### config.mk
export PLATFORM = sky130hd
export DESIGN_NAME = adc_cap_ctrl
export DESIGN_NICKNAME = d
export VERILOG_FILES = /design/src/rtl/adc_cap_pkg.sv /design/src/rtl/adc_cap_rst_sync.sv /design/src/rtl/adc_cap_timing.sv /design/src/rtl/adc_cap_tagger.sv /design/src/rtl/adc_cap_ctrl.sv
export SDC_FILE = /design/constraint.sdc
export NUM_CORES = 1
export LEC_CHECK = 0
export ABC_CLOCK_PERIOD_IN_PS = 3000
export CAP_MARGIN = 15
export CORE_ASPECT_RATIO = 1.4
export CORE_MARGIN = 4
export CORE_UTILIZATION = 40
export CTS_CLUSTER_DIAMETER = 200
export CTS_CLUSTER_SIZE = 14
export DETAILED_ROUTE_END_ITERATION = 7
export PLACE_DENSITY = 0.67
export SYNTH_ARGS = -nofsm -noshare
export SYNTH_HDL_FRONTEND = slang
export SYNTH_HIERARCHICAL = 1
export SYNTH_SLANG_ARGS = --single-unit
export TNS_END_PERCENT = 5
### constraint.sdc
create_clock -name clk -period 3 [get_ports clk]
set_clock_uncertainty 0.05 [all_clocks]
set_input_delay 0.3 -clock clk [delete_from_list [all_inputs] [get_ports clk]]
set_output_delay 0.3 -clock clk [all_outputs]
set_load 0.05 [all_outputs]
### src/rtl/adc_cap_pkg.sv
package adc_cap_pkg;
  localparam int ADC_DATA_W = 10;
  localparam int ADC_CH_W   = 2;
  localparam int ADC_DIV_W  = 6;
  localparam int ADC_SKIP   = 4;

  typedef enum logic {
    TRK_HUNT,
    TRK_LOCK
  } trk_state_t;
endpackage

### src/rtl/adc_cap_rst_sync.sv
module adc_cap_rst_sync (
  input  logic clk,
  input  logic rst_n,
  output logic rst_int_n
);
  logic meta_q;
  logic hold_q;

  always_ff @(posedge clk or negedge rst_n) begin
    if (!rst_n) begin
      meta_q <= 1'b0;
      hold_q <= 1'b0;
    end else begin
      meta_q <= 1'b1;
      hold_q <= meta_q;
    end
  end

  assign rst_int_n = hold_q;
endmodule

### src/rtl/adc_cap_timing.sv
module adc_cap_timing #(
  parameter int DIV_W = 6
) (
  input  logic             clk,
  input  logic             rst_n,
  input  logic [DIV_W-1:0] cfg_half,
  output logic             conv_clk,
  output logic             cs0_n,
  output logic             rd_n,
  output logic             cap_stb
);
  localparam int CNT_W = DIV_W + 1;
  localparam logic [CNT_W-1:0] MIN_HALF = CNT_W'(2);

  logic [CNT_W-1:0] half;
  logic [CNT_W-1:0] last;
  logic [CNT_W-1:0] cnt_q;
  logic [CNT_W-1:0] cnt_d;
  logic             wrap;
  logic             conv_d;
  logic             cs0_d;
  logic             rd_d;

  always_comb begin
    half    = ({1'b0, cfg_half} < MIN_HALF) ? MIN_HALF : {1'b0, cfg_half};
    last    = (half << 1) - CNT_W'(1);
    wrap    = (cnt_q >= last);
    cap_stb = (cnt_q == last);
    cnt_d   = wrap ? '0 : cnt_q + CNT_W'(1);
    conv_d  = (cnt_d < half);
    cs0_d   = ~(cnt_d >= half);
    rd_d    = ~(cnt_d > half);
  end

  always_ff @(posedge clk or negedge rst_n) begin
    if (!rst_n) begin
      cnt_q    <= '0;
      conv_clk <= 1'b1;
      cs0_n    <= 1'b1;
      rd_n     <= 1'b1;
    end else begin
      cnt_q    <= cnt_d;
      conv_clk <= conv_d;
      cs0_n    <= cs0_d;
      rd_n     <= rd_d;
    end
  end
endmodule

### src/rtl/adc_cap_tagger.sv
module adc_cap_tagger
  import adc_cap_pkg::*;
#(
  parameter int DATA_W = ADC_DATA_W,
  parameter int CH_W   = ADC_CH_W,
  parameter int SKIP   = ADC_SKIP
) (
  input  logic              clk,
  input  logic              rst_n,
  input  logic              cap_stb,
  input  logic [DATA_W-1:0] bus_data,
  input  logic              bus_sync_n,
  input  logic [CH_W-1:0]   cfg_chans,
  output logic              out_valid,
  output logic [CH_W-1:0]   out_chan,
  output logic [DATA_W-1:0] out_data,
  output logic              sync_err
);
  localparam int SKIP_W = $clog2(SKIP + 1);

  trk_state_t        st_q, st_d;
  logic [SKIP_W-1:0] skip_q, skip_d;
  logic [CH_W-1:0]   chan_q, chan_d;
  logic [CH_W-1:0]   chan_inc;
  logic [CH_W-1:0]   tag_chan;
  logic              warm;
  logic              marker;
  logic              emit;
  logic              fault;

  always_comb begin
    skip_d   = skip_q;
    st_d     = st_q;
    chan_d   = chan_q;
    emit     = 1'b0;
    fault    = 1'b0;
    tag_chan = '0;
    warm     = (skip_q == SKIP_W'(SKIP));
    marker   = ~bus_sync_n;
    chan_inc = (chan_q == cfg_chans) ? '0 : chan_q + 1'b1;
    if (cap_stb) begin
      if (!warm) begin
        skip_d = skip_q + 1'b1;
      end else if (cfg_chans == '0) begin
        emit = 1'b1;
      end else if (marker) begin
        emit   = 1'b1;
        chan_d = '0;
        st_d   = TRK_LOCK;
        fault  = (st_q == TRK_LOCK) && (chan_inc != '0);
      end else if (st_q == TRK_LOCK) begin
        if (chan_inc == '0) begin
          fault = 1'b1;
          st_d  = TRK_HUNT;
        end else begin
          emit     = 1'b1;
          tag_chan = chan_inc;
          chan_d   = chan_inc;
        end
      end
    end
  end

  always_ff @(posedge clk or negedge rst_n) begin
    if (!rst_n) begin
      st_q      <= TRK_HUNT;
      skip_q    <= '0;
      chan_q    <= '0;
      out_valid <= 1'b0;
      sync_err  <= 1'b0;
      out_chan  <= '0;
      out_data  <= '0;
    end else begin
      st_q      <= st_d;
      skip_q    <= skip_d;
      chan_q    <= chan_d;
      out_valid <= emit;
      sync_err  <= fault;
      if (emit) begin
        out_chan <= tag_chan;
        out_data <= bus_data;
      end
    end
  end
endmodule

### src/rtl/adc_cap_ctrl.sv
module adc_cap_ctrl
  import adc_cap_pkg::*;
#(
  parameter int DATA_W = ADC_DATA_W,
  parameter int CH_W   = ADC_CH_W,
  parameter int DIV_W  = ADC_DIV_W,
  parameter int SKIP   = ADC_SKIP
) (
  input  logic              clk,
  input  logic              rst_n,
  input  logic [CH_W-1:0]   cfg_chans,
  input  logic [DIV_W-1:0]  cfg_half,
  output logic              adc_conv_clk,
  output logic              adc_cs0_n,
  output logic              adc_cs1,
  output logic              adc_rd_n,
  input  logic [DATA_W-1:0] adc_data,
  input  logic              adc_sync_n,
  output logic              out_valid,
  output logic [CH_W-1:0]   out_chan,
  output logic [DATA_W-1:0] out_data,
  output logic              sync_err
);
  logic rst_int_n;
  logic cap_stb;

  adc_cap_rst_sync u_rst (
    .clk       (clk),
    .rst_n     (rst_n),
    .rst_int_n (rst_int_n)
  );

  adc_cap_timing #(.DIV_W(DIV_W)) u_timing (
    .clk      (clk),
    .rst_n    (rst_int_n),
    .cfg_half (cfg_half),
    .conv_clk (adc_conv_clk),
    .cs0_n    (adc_cs0_n),
    .rd_n     (adc_rd_n),
    .cap_stb  (cap_stb)
  );

  adc_cap_tagger #(.DATA_W(DATA_W), .CH_W(CH_W), .SKIP(SKIP)) u_tagger (
    .clk        (clk),
    .rst_n      (rst_int_n),
    .cap_stb    (cap_stb),
    .bus_data   (adc_data),
    .bus_sync_n (adc_sync_n),
    .cfg_chans  (cfg_chans),
    .out_valid  (out_valid),
    .out_chan   (out_chan),
    .out_data   (out_data),
    .sync_err   (sync_err)
  );

  assign adc_cs1 = 1'b1;
endmodule

Word-level counts from Yosys, hierarchy flattened
Index checks and enable logic that the tools add are counted.

$add $sub $neg: 4. Order comparisons: 5. Reductions and logical operators: 7. Equality and inequality tests: 5. Mux-type cells: 24. Bitwise logic cells: 4.

Operator list (number): $mux W2 (10); $ge A7 B7 Y1 (2); $mux W1 (12); $add A7 B1 Y7 const B (1); $eq A7 B7 Y1 (1); $gt A7 B7 Y1 (1); $lt A7 B7 Y1 (1); $mux W7 (1); $sub A7 B1 Y7 const B (1); $lt A6 B2 Y1 const B (1); $mux W6 (1); $reduce_and A5 Y1 (1); $logic_not A2 Y1 (2); $not A1 Y1 (4); $add A3 B1 Y3 const B (1); $eq A3 B3 Y1 const B (1); $reduce_and A3 Y1 (1); $add A2 B1 Y2 const B (1); $eq A2 B2 Y1 (1); $ne A2 B1 Y1 const B (1); $ne A2 B2 Y1 const B (1); $reduce_and A2 Y1 (1); $reduce_bool A2 Y1 (1); $logic_and A1 B1 Y1 (1).

Register bits: 32. Output and inout bits: 18. Bits of input ports: 21. Word-level logic and storage cells: 62.

Depth between registers and ports, before layout
Gate-level depths: netlist of run 1.

Depth after elaboration: 9. Mapped depth: 17. Gate-level depth less buffers: 17.

Cells and area by module
Netlist of run 1, hierarchy kept.

Modules (own cells, without submodules): adc_cap_tagger (cells an instance 78, sequential area each 500.5 sq um, times used 1, area an instance 973.4 sq um); adc_cap_timing (cells an instance 94, sequential area each 254.0 sq um, times used 1, area an instance 837.1 sq um); adc_cap_rst_sync (cells an instance 3, sequential area each 50.0 sq um, times used 1, area an instance 53.8 sq um); adc_cap_ctrl (cells an instance 2, sequential area each 0.0 sq um, times used 1, area an instance 11.3 sq um).

Worst setup path before layout of run 1
OpenSTA, ideal clock, no wires.

Path type: input -> register. Start point: input port cfg_half[2]. End point: register u_timing.rd_n. Arrival: 3.140 ns. Library setup time: 0.085 ns. Slack: -0.275 ns. Required time: 2.865 ns. Path buffers: 0. Stages on the path: 17. Cell sequence: nor2_1 -> nand2_1 -> o21ai_0 -> ha_1 -> nand2_1 -> xnor2_1 -> ha_1 -> nand4_1 -> nor3_2 -> or2_2 -> nor2_1 -> ha_1 -> nand3_1 -> nor4b_2 -> a211oi_2 -> o21a_1 -> o21bai_1.

Word-level cells in the longest chain between the ends: 7.

RTL lines: start: declaration (line adc_cap_ctrl.sv:12) `input logic [DIV_W-1:0] cfg_half,`; $lt A6 B2 Y1 (line adc_cap_timing.sv:25) `half = ({1'b0, cfg_half} < MIN_HALF) ? MIN_HALF : {1'b0, cfg_half};`; $mux W6 (*) (line adc_cap_timing.sv:25); $sub A7 B1 Y7 (*) (line adc_cap_timing.sv:26) `last = (half << 1) - CNT_W'(1);`; $ge A7 B7 Y1 (*) (line adc_cap_timing.sv:27) `wrap = (cnt_q >= last);`; $mux W7 (*) (line adc_cap_timing.sv:29) `cnt_d = wrap ? '0 : cnt_q + CNT_W'(1);`; via u_timing.cnt_d[5] (line adc_cap_timing.sv:18) `logic [CNT_W-1:0] cnt_d;`; $gt A7 B7 Y1 (*) (line adc_cap_timing.sv:32) `rd_d = ~(cnt_d > half);`; $not A1 Y1 (*) (line adc_cap_timing.sv:32); via u_timing.rd_d (line adc_cap_timing.sv:22) `logic rd_d;`; end signal: assignment (line adc_cap_timing.sv:45) `rd_n <= rd_d;`; end: declaration (line adc_cap_timing.sv:9) `output logic rd_n,`.

Mark *: on every way through the listed nets, which the timed path passes. The rest lies on a longest branch. A chain may end at the register's enable or synchronous reset.

Worst setup path after layout of run 1
Start point: input port cfg_half[4]. End point: register u_timing.rd_n.

Same word-level chain as after synthesis.

==> results of run 1 <==
-- sequential cells by signal, summed over array words and instances, names as in the netlist, 2 cells and up --
register / count
u_tagger/out_chan: 2
u_timing/cnt_q: 7
u_tagger/skip_q: 3
u_tagger/out_data: 10
u_tagger/chan_q: 2
-- synthesized netlist by cell type (all sizes together) (3+ instances only) --
library cell	number
ha	15
dfstp	3
a211oi	3
dfrtp	29
nand2	11
nor2	19
nand3	8
xnor2	5
or3	3
mux2	12
inv	12
o21ai	11
a21oi	8
nor3	4
and2b	3
and2	3
-- worst max-delay path by stage --
stage,depth (start not counted),end,start
2_1_floorplan,17,u_timing/rd_n$_DFF_PN1_,cfg_half[3]
3_3_place_gp,18,u_timing/rd_n$_DFF_PN1_,cfg_half[3]
3_5_place_dp,19,u_timing/rd_n$_DFF_PN1_,cfg_half[3]
4_1_cts,18,u_timing/rd_n$_DFF_PN1_,cfg_half[2]
5_1_grt,20,u_timing/rd_n$_DFF_PN1_,cfg_half[3]
6_report,18,u_timing/rd_n$_DFF_PN1_,cfg_half[4]
-- stage by stage --
step                      cell area (sq um)  cells  setup TNS (ns)
final                                  2829    319               0
after detailed placement               2587    305          -7.469
after floorplan                        1922    177        -0.09427
after CTS                              2741    318               0
after global placement                 2587    305          -6.438
after global routing                   2829    319         -0.1758
-- layout by cell type (no fill, tap or decap), types with 6 or more instances in the layout --
master            n
a21oi_1           6
buf_4            33
clkbuf_8          6
clkdlybuf4s50_1  31
dfrtp_1          29
ha_1             12
inv_1            12
mux2_4            7
nand2_1           8
nand3_1           6
nor2_1           12
o21ai_0           8
-- final cells by class --
| type | instances | area, sq um | share of cell area, % |
|---|---|---|---|
| Sequential cell | 32 | 804.5 | 28.44 |
| Inverter | 12 | 45.04 | 1.592 |
| Clock inverter | 2 | 10.01 | 0.3538 |
| Multi-Input combinational cell | 131 | 1132 | 40.03 |
| Clock buffer | 6 | 82.58 | 2.919 |
| Tap cell | 62 | 77.57 | 2.742 |
| Timing Repair Buffer | 74 | 676.9 | 23.93 |
-- metal layers --
layer / part of all wire [%] / track usage (%)
met1: 41 / 16.85
met5: 0 / 0
met2: 51 / 29.20
met3: 5.6 / 3.396
met4: 2.2 / 7.358
-- report_power, final --
group,internal [uW],leakage (uW),switching [uW]
Clock,183,0.0000510,149
Sequential,511,0.000402,70.7
Combinational,496,0.000819,448
-- what timing repair did --
item                                    in CTS  in global routing
pin swaps                                   15                 20
resized for setup                           19                 27
endpoints found under the hold margin        1                  0
setup buffers                                4                  1
endpoints found under the setup margin      13                 15
hold buffers                                 1                  0
-- cell families after synthesis --
family	count (synthesis)	synth area share, %
XOR/XNOR	7	3.269
other	2	0.4004
adder cells (fa/ha/maj)	15	10.01
AO/OA/AOI/OAI	36	13.08
multiplexers	12	8.605
flip-flops	32	42.90
AND/OR/NAND/NOR	59	17.88
buffers and inverters	14	3.869
==> results.md, run 1 <==
* Slew Limit Fails at 0
* Leak at 0.001271 uW
* Share of the synthesized area in the top cell type at 38.69%
* Period utilisation layout at 97.68%
* Synth Flop Type: dfrtp_1
* Outcome: complete, no violations
* Crit Path Class: in2reg
* Pre-antenna DRT Iters at 5
* Nets at 292
* Post-Synthesis Cells at 177
* Largest cells by area after synthesis: dfrtp_1, ha_1, mux2_4
* Root Buffer: clkbuf_8
* Core area at 4536 sq um
* Max clock buf depth at 2
* DIE AREA at 5864 sq um
* CTS Buf Count at 5
* Tightest Hold Check Type: in2async
* Max-capacitance violation count at 0
* Num Clock Sinks at 32
* Pwr dens at 657.0 nW/um^2
* Gpl congestion at 0.8188
* Number of synthesized register bits at 32
* FMAX at 0.3412 GHz
* Hpwl dp at 3.210 mm
* Relative slew margins at 65.57%
* Worst Path Required at 3.15 ns
* DIE HEIGHT at 89.02 microns
* RSZ-0062 raised after global routing: yes
* Drt drc at 0
* Antenna Cells at 0
* TritonCTS clock tree: done
* Site row count at 29
* Crit path cell chain: buf_6 > nor2_4 > nand2_2 > o21ai_2 > ha_2 > nand2_2 > xnor2_2 > ha_1 > nand4_1 > nor3_2 > or2_4 > nor2_4 > ha_4 > nand3_4 > nor4b_4 > a211oi_4 > o21a_1 > o21bai_1
* Crit path time final at 2.931 ns
* # setup viols final at 0
* Via-per-instance ratio at 4.922
* DRT iter0 DRCs at 48
* Layout fillers at 367
* Top delay family on crit path: simple AND/OR/NAND/NOR gates
* CP max FO at 3
* R2R Setup Slk at 0.39 ns
* Post-route ant nets at 0
* Slowest-stage cell, CP: nor4b_4
* Share of layout cells above drive strength 1 at 38.13%
* WP buf/inv at 1
* Area leader, netlist: dfrtp_1
* Hold WS at 0.1329 ns
* Routed WL at 4.155 mm
* Worst EP arrival at 3.08 ns
* Max VDD drop at 0.3144 mV
* Initial core utilization at 41.35%
* Ys async rst share at 100.0%
* CTS clk-pin slew, worst paths at 0.06 ns
* Horiz. Die Dim at 65.87 microns
* Setup slack at placement at -0.6489 ns
* Slew @ Worst Pin at 0.5148 ns
* CTS H-tree lvls at 2
* WL per Instance at 13.03 microns
* Antenna violations before repair at 0
* Syn-to-layout area delta at 50.83%
* Reg2Reg Depth at 10
* Critical R2R Launch: u_timing/cnt_q[2]$_DFF_PN0_
* Via count at 1570
* Overflow after GRT at 0
* Setup ws final at 0.06946 ns
* Synth Cell Area at 1876 sq um
* Syn avg cell area at 10.60 sq um
* Total track usage at 15.78%
* # IOs at 39
* Post-synth EDFFs at 0
* Worst setup EP type: flip-flop
* Register area share after synthesis at 42.90%
* Pin count of the biggest net entering global routing at 30
* Hold Fails Final Rpt at 0
* Synth Net Count at 213
* Netlist cell types at 46
* Port Buffers at 37
* Vias in the first global route at 1607
* CP peak stage delay at 0.32 ns
* Global-route wire length before repair at 7.003 mm
* Skew-Pair Late Insertion Delay at 0.28 ns
* Fin util at 62.37%
* Tot Pwr at 1859 uW
* Crit path launch type: input port
* Synth Warn # at 6
* R2r endpoint: u_timing/cs0_n$_DFF_PN1_
No activity file was read; power rests on OpenSTA's default activity.
==> run 2, diff against run 1 <==
==> constraint.sdc (replaced) <==
create_clock -name clk -period 3 [get_ports clk]
set_clock_uncertainty 0.05 [all_clocks]
set_input_delay 0.3 -clock clk [delete_from_list [all_inputs] [get_ports clk]]
set_output_delay 0.3 -clock clk [all_outputs]
set_load 0.1 [all_outputs]
==> run 2 against run 1 <==
  * Sequential share of layout area up 0.68 points
  * Sequential power about the same
  * Die area unchanged
  * Non-clock buffer count down 2
  * Critical path depth unchanged
  * Core utilization down 1.5 points
  * Clock-buffer cell count unchanged
==> results.md, run 2 (synthesis results as in run 1) <==
* Hpwl dp at 3.129 mm (-2.5%)
* Global-route wire length before repair at 6.665 mm (-4.8%)
* Top Registers: u_tagger/out_data x10, u_timing/cnt_q x7, u_tagger/skip_q x3
* Placed Cells at 306 (+0.33%)
* Routed WL at 4.022 mm (-3.2%)
* Via-per-instance ratio at 4.801 (-2.4%)
* Fin util at 60.91% (-1.5 points)
* WL per Instance at 12.69 microns (-2.6%)
* Num Clock Sinks at 32 (unchanged)
* Antenna Cells at 0 (unchanged)
* Root Buffer: clkbuf_8
* Crit path cell chain: buf_8 > nor2_4 > nand2_2 > o21ai_2 > ha_2 > nand2_2 > xnor2_2 > ha_1 > nand4_1 > nor3_2 > or2_4 > nor2_4 > ha_4 > nand3_4 > nor4b_4 > a211oi_4 > o21a_1 > o21bai_1
* Skew-Pair Late Insertion Delay at 0.28 ns (about the same)
* Via count at 1522 (-3.1%)
* Drt drc at 0 (unchanged)
* Crit path time final at 2.927 ns (-0.003670 ns)
* Worst setup EP type: flip-flop
* Internal Power at 1202 uW (+1.0%)
* RSZ-0062 raised after global routing: yes
* FMAX at 0.3417 GHz (+0.13%)
* DIE HEIGHT at 89.02 microns (unchanged)
* Top delay family on crit path: simple AND/OR/NAND/NOR gates
* Period utilisation layout at 97.56% (-0.12 points)
* CTS clk-pin slew, worst paths at 0.07 ns (about the same)
* Max VDD drop at 0.3583 mV (+14%)
* Clock network fraction of total power at 17.4% (-0.5 points)
* Final Non-Filler Cells at 317 (-0.63%)
* Slowest-stage cell, CP: nor4b_4
* Site row count at 29 (unchanged)
* Gpl congestion at 0.8412 (+2.7%)
* Outcome: complete, no violations
* Slew Limit Fails at 0 (unchanged)
* CP peak stage delay at 0.33 ns (about the same)
* Vias in the first global route at 1525 (-5.1%)
* Switching Share at 37.50% (+1.5 points)
* # setup viols final at 0 (unchanged)
* Post-route ant nets at 0 (unchanged)
* Part of the power in registers at 30.2% (-1.1 points)
* Tightest Hold Check Type: in2async
* DIE AREA at 5864 sq um (unchanged)
* Origin of the worst setup path: cfg_half[3]
* DRT iter0 DRCs at 94 (+96%)
* Antenna violations before repair at 0 (unchanged)
* Nets at 290 (-0.68%)
* CTS H-tree lvls at 2 (unchanged)
* Initial core utilization at 41.35% (unchanged)
* Share of layout cells above drive strength 1 at 43.92% (+5.8 points)
* Most common cell after layout, fill and taps aside: buf_4
* R2R Setup Slk at 0.42 ns (+0.03 ns)
* Combinational share of power at 52.4% (+1.6 points)
* Total track usage at 15.06% (-0.72 points)
* Port Buffers at 37 (unchanged)
* Pwr dens at 696.3 nW/um^2 (+6.0%)
* Critical R2R Launch: u_timing/cnt_q[1]$_DFF_PN0_
* Worst Path Required at 3.16 ns (about the same)
* Syn-to-layout area delta at 47.30%
* Hold Fails Final Rpt at 0 (unchanged)
* Max clock buf depth at 2 (unchanged)
* # IOs at 39 (unchanged)
* CP max FO at 3 (unchanged)
* Most flop-heavy register: u_tagger/out_data
* Pre-antenna DRT Iters at 2 (-3)
* Max-capacitance violation count at 0 (unchanged)
* Crit path launch type: input port
* CTS Buf Count at 5 (unchanged)
* Hold-fix buffers at CTS at 0 (-1)
* Most frequent cells in the layout: buf_4, dfrtp_1, clkdlybuf4s50_1, nor2_1
* Horiz. Die Dim at 65.87 microns (unchanged)
* Relative slew margins at 66.17% (+0.59 points)
* Psw at 721.4 uW (+7.9%)
* Overflow after GRT at 0 (unchanged)
* Max FFs per register at 10 (unchanged)
* TritonCTS clock tree: done
* Worst EP arrival at 3.09 ns (about the same)
* WP buf/inv at 1 (unchanged)
* Crit Path Class: in2reg
* Leak at 0.001285 uW (+1.1%)
* Pin count of the biggest net entering global routing at 31 (+3.3%)
* Slew @ Worst Pin at 0.5036 ns (-0.01118 ns)
* Core area at 4536 sq um (unchanged)
[run 2: routing by layer]
layer / global-route usage, % / part of all wire [%] / wire length (microns) / vias to the layer above
met2: 26.55 / 51 / 2047 / 43
li1: - / - / - / 769
met5: 0 / 0 / 0 / -
met4: 8.679 / 2.8 / 111 / 0
met3: 3.270 / 6.0 / 241 / 8
met1: 16.51 / 40 / 1622 / 702
[run 2: final timing paths]
kind | end | cells after the start
worst max-delay path | u_timing/rd_n$_DFF_PN1_ | 18
max in group asynchronous | u_timing/cs0_n$_DFF_PN1_ | 1
worst max register to register | u_timing/rd_n$_DFF_PN1_ | 11
min in group clk | u_rst/rst_int_n$_DFF_PN0_ | 0
worst min register to register | u_tagger/out_data[8]$_DFFE_PN0P_ | 1
worst min-delay path | u_rst/meta_q$_DFF_PN0_ | 1
[run 2: final cells by class]
| type | instances | area (sq um) |
|---|---|---|
| clock buffer | 6 | 82.58 |
| clock inverter | 2 | 10.01 |
| fill | 389 | 1773 |
| inverter | 12 | 45.04 |
| multi-input combinational | 131 | 1132 |
| sequential | 32 | 804.5 |
| tap | 62 | 77.57 |
| timing repair buffer | 72 | 610.6 |
[run 2: power by group through the flow]
stage,Clock (uW),Sequential (uW),Combinational [uW]
3_5_place_dp,0,588,891
5_1_grt,370,588,1110
6_report,335,582,1010
2_1_floorplan,0,676,455
3_3_place_gp,0,589,875
4_1_cts,351,582,950
[run 2: timing repair]
| item | in CTS | in global routing |
|---|---|---|
| setup endpoints to repair | 13 | 3 |
| setup buffers | 3 | 0 |
| gates resized for setup | 19 | 24 |
| pin swaps | 12 | 19 |
[run 2: through the flow]
| step | area, sq um | power (uW) | setup WS, ns | TNS (ns) | hold slack, ns |
|---|---|---|---|---|---|
| final | 2763 | 1924 | 0.07313 | 0 | 0.1301 |
| after global routing | 2763 | 2070 | -0.1207 | -0.2920 | 0.1177 |
| after CTS | 2704 | 1882 | 0.003363 | 0 | 0.1182 |
| after detailed placement | 2552 | 1479 | -0.6961 | -7.550 | 0.2135 |
| after global placement | 2552 | 1464 | -0.6161 | -6.400 | 0.2076 |
| after floorplan | 1922 | 1130 | -0.05808 | -0.09427 | -0.04559 |
==> run 3, diff against run 2 <==
--- a/config.mk
+++ b/config.mk
@@ -10,6 +10,7 @@
 export CORE_ASPECT_RATIO = 1.4
 export CORE_MARGIN = 4
 export CORE_UTILIZATION = 40
+export CTS_BUF_LIST = sky130_fd_sc_hd__clkbuf_8
 export CTS_CLUSTER_DIAMETER = 200
 export CTS_CLUSTER_SIZE = 14
 export DETAILED_ROUTE_END_ITERATION = 7
==> results of run 3 <==
The final DEF is identical to that of run 2; final timing and power are the same.
